$ cat config.mk
export PLATFORM = sky130hd
export DESIGN_NAME = twin_slot_ram
export DESIGN_NICKNAME = d
export VERILOG_FILES = /design/src/rtl/twin_slot_ram.sv
export SDC_FILE = /design/constraint.sdc
export NUM_CORES = 2
export LEC_CHECK = 0
export BUFFER_PORTS_ARGS = -buffer_cell sky130_fd_sc_hd__buf_4
export CAP_MARGIN = 20
export CORE_ASPECT_RATIO = 0.75
export CORE_UTILIZATION = 50
export CTS_CLUSTER_DIAMETER = 60
export DETAILED_ROUTE_END_ITERATION = 8
export PLACE_DENSITY = 0.67
export SETUP_SLACK_MARGIN = 0.1
export SLEW_MARGIN = 20
export SYNTH_ARGS = -nofsm -noshare
export SYNTH_HDL_FRONTEND = slang
export SYNTH_SLANG_ARGS = --single-unit
$ cat constraint.sdc
create_clock -name clk_2x -period 7.7 [get_ports clk_2x]
set_input_delay 1.54 -clock clk_2x [delete_from_list [all_inputs] [get_ports clk_2x]]
set_output_delay 1.54 -clock clk_2x [all_outputs]
set_load 0.05 [all_outputs]
$ cat src/rtl/twin_slot_ram.sv
module twin_slot_ram #(
  parameter int AW = 8,
  parameter int DW = 16
) (
  input  logic          clk_2x,
  input  logic          rst,
  input  logic [AW-1:0] i_addr,
  output logic [DW-1:0] i_word,
  input  logic [AW-1:0] d_addr,
  input  logic [DW-1:0] d_wdata,
  input  logic          d_we,
  output logic [DW-1:0] d_rdata
);
  localparam int DEPTH = 1 << AW;

  logic          slot;
  logic [DW-1:0] mem [DEPTH];
  logic [DW-1:0] ram_q;
  logic [AW-1:0] ram_addr;
  logic          ram_we;

  assign ram_addr = slot ? d_addr : i_addr;
  assign ram_we   = slot & d_we & ~rst;

  always_ff @(posedge clk_2x)
    if (rst) slot <= 1'b0;
    else     slot <= ~slot;

  always_ff @(posedge clk_2x) begin
    if (ram_we) mem[ram_addr] <= d_wdata;
    ram_q <= mem[ram_addr];
  end

  always_ff @(posedge clk_2x)
    if (rst) begin
      i_word  <= '0;
      d_rdata <= '0;
    end else if (slot) begin
      i_word  <= ram_q;
    end else begin
      d_rdata <= ram_q;
    end

  AST_SLOT_ALTERNATES: assert property (@(posedge clk_2x) disable iff (rst) 1'b1 |=> slot != $past(slot));
  AST_FETCH_HOLD: assert property (@(posedge clk_2x) disable iff (rst) !slot |=> $stable(i_word));
  AST_DATA_HOLD: assert property (@(posedge clk_2x) disable iff (rst) slot |=> $stable(d_rdata));
  AST_RESET_CLEARS: assert property (@(posedge clk_2x) rst |=> (i_word == '0 && d_rdata == '0));
endmodule

==> impl_metrics.py <==
metrics = {
    "status": {
        "status": "finished, final reports clean",
    },
    "grt": {
        "grt_pass1_wl_um": 602000,
        "grt_max_degree": 188,
        "grt_usage": 0.263,
        "antenna_found_initial": 29,
        "grt_pass1_vias": 80500,
        "overflow": 0,
    },
    "clocking": {
        "htreeDepth": 5,
        "path_clk_slew_ps": 60,
        "clk_latency_ps": 940,
        "cts-resized-gates": 0,
        "post-cts-setup-buffer-count": 0,
        "cts-root-buf": "clkbuf_16",
        "clk_path_buf_depth": 4,
        "cts_tree": "done",
        "cts_made_buffers": 383,
        "holdBufCountCts": 0,
        "cts_sinks": 4145,
    },
    "sta": {
        "finalSetupViolCount": 0,
        "layout_min_cycle_time_ps": 5560,
        "slew_headroom": 0.0669,
        "tns_ps": 0,
        "rsz0062_at_grt": "no",
        "final.period_utilization": 0.723,
        "drv_slew": 0,
        "worstMarginPinSlew_ps": 1400,
        "clock_skew_ps": 60.4,
        "hold_viol": 0,
        "max_freq_ghz": 0.180,
    },
    "logic_synthesis": {
        "ys_top_cells_by_area": "edfxtp_1 78%, mux2i_1 13%, o22ai_1 4.1%",
        "syn_nets": 8522,
        "synth.distinct_cells": 36,
        "async_flop_share": 0,
        "yosysTopAreaCell": "edfxtp_1",
        "avgSynthCellArea_um2": 18.6,
        "yosys-top-cells-count": "4,096 x edfxtp_1, 2,081 x mux2i_1, 1,027 x o22ai_1",
        "synth.top_cell.area_share": 0.778,
        "synth_cells": 8487,
        "synth_warnings": 0,
        "post-synth-top-count-cell": "edfxtp_1",
        "ys_ff_latch": 4145,
        "netlist_area_um2": 158000,
        "synth-seq-area-share": 0.784,
        "synth_edf_count": 4096,
        "synth_flop_cell": "edfxtp_1",
    },
    "worst_setup_path": {
        "r2r_start": "slot",
        "required_ps": 8480,
        "r2r_end": "ram_q[2]",
        "r2r_setup_slack_ps": 2140,
        "worst-setup-path-type": "register to register",
        "crit_fanout": 52,
        "end_kind": "register",
        "worstPathArrival_ps": 6340,
        "startpoint": "slot",
        "r2r_cells": 8,
        "cp-start-kind": "register",
        "crit_end": "ram_q[2]",
    },
    "floorplan": {
        "rows": 178,
        "fp.dieArea_um2": 319000,
        "die_y_um": 489,
        "die_w_um": 651,
        "io_pins": 67,
        "coreArea_um2": 314000,
        "initial_core_util": 0.504,
    },
    "job": {
        "drv_cap": 0,
    },
    "detailed_routing": {
        "avgRoutedWirePerCell_um": 31.9,
        "viasPerCell": 6.36,
        "drt_iter0_drc": 11900,
        "vias": 85300,
        "detail-route-antenna-nets": 0,
        "firstDrtPassIters": 5,
        "drc_errors": 0,
        "drt_wl_total_um": 429000,
    },
    "placement": {
        "post-dp-hpwl_um": 255000,
        "routabilityCongestion": 0.870,
        "io_buffer_count": 66,
    },
    "cells_and_area": {
        "seq_area_um2": 124000,
        "drive_above_1_share": 0.137,
        "fillerInstances": 23100,
        "multi_input_area_um2": 32400,
        "final_nets": 8980,
        "utilization": 0.572,
        "area_delta_synth_final_pct": 13.5,
    },
    "hold_path": {
        "worstHoldStart": "i_word[3]",
        "hold_path.class": "register to register",
    },
    "pwr": {
        "cellPowerDensity_nw_per_um2": 262,
        "p_leak_uw": 0.0611,
        "peakVddDrop_mv": 0.239,
    },
}
==> per-stage QoR <==
stage	setup slack, ps	total power, µW	cells	hold slack, ps	area (µm²)
after floorplan	3610	27000	8487	460	158000
after global placement	785	28400	12700	480	167000
after detailed placement	1470	28400	12700	492	167000
after CTS	2380	47100	13400	507	179000
after global routing	2170	48100	13400	527	179000
final	2140	47000	13400	497	179000
==> registers in the layout, summed over array words and instances, names as in the netlist <==
| register | count |
|---|---|
| slot | 1 |
| d_rdata | 16 |
| i_word | 16 |
| ram_q | 16 |
| mem | 4096 |
==> report_power, final <==
part	total, µW	internal [µW]	switching, µW
Clock	19000	10800	8180
Combinational	3080	989	2090
Sequential	24900	24800	91.7
==> logic make-up after synthesis <==
| group | share of synthesized area |
|---|---|
| flops | 0.784 |
| mux | 0.132 |
| simple gates | 0.00950 |
| buf+inv | 0.0154 |
| compound gates | 0.0591 |
==> area by class of cell <==
type / count / share of cell area
repair buffers: 600 / 0.0301
clock inverters: 214 / 0.0117
clock buffers: 485 / 0.0575
inverters: 2 / 0.0000418
multi-input cells: 3813 / 0.181
diodes: 15 / 0.000209
well taps: 4140 / 0.0289
flip-flops and latches: 4145 / 0.691
==> layout by cell type (no fill, tap or decap), drive strengths merged, types with 2 or more instances in the layout <==
cell	synthesis	routed
o22ai	1027	1027
or2	4	4
and3b	3	3
a41oi	64	64
clkinv	0	157
clkbuf	269	485
clkinvlp	0	9
nand2b	4	4
dfxtp	49	49
o32ai	3	3
bufinv	0	39
mux2i	2081	2081
inv	2	11
o21ai	9	9
o41ai	256	256
edfxtp	4096	4096
or4	16	16
nor2	291	291
nand2	37	37
nor3b	4	4
mux2	2	2
diode	0	15
buf	258	600
==> how the worst min path moves through the flow <==
stage	to	depth (start not counted)
after floorplan	d_rdata[0]	2
after global placement	i_word[12]	2
after detailed placement	i_word[3]	2
after CTS	i_word[3]	2
after global routing	i_word[3]	2
final	i_word[3]	2
==> critical path: stages (launching register included) <==
cell,delay [ps]
dfxtp_4,620
mux2_8,730
buf_12,270
buf_4,640
mux2i_1,250
o22ai_1,170
o41ai_2,900
a41oi_1,830
or4_1,700
==> routing by layer <==
metal	wire, µm	global-route usage
met1	176000	0.396
met2	185000	0.379
met3	53800	0.0668
met4	13500	0.0792
met5	72	0
Note: power is estimated with default switching activity, not from simulation.
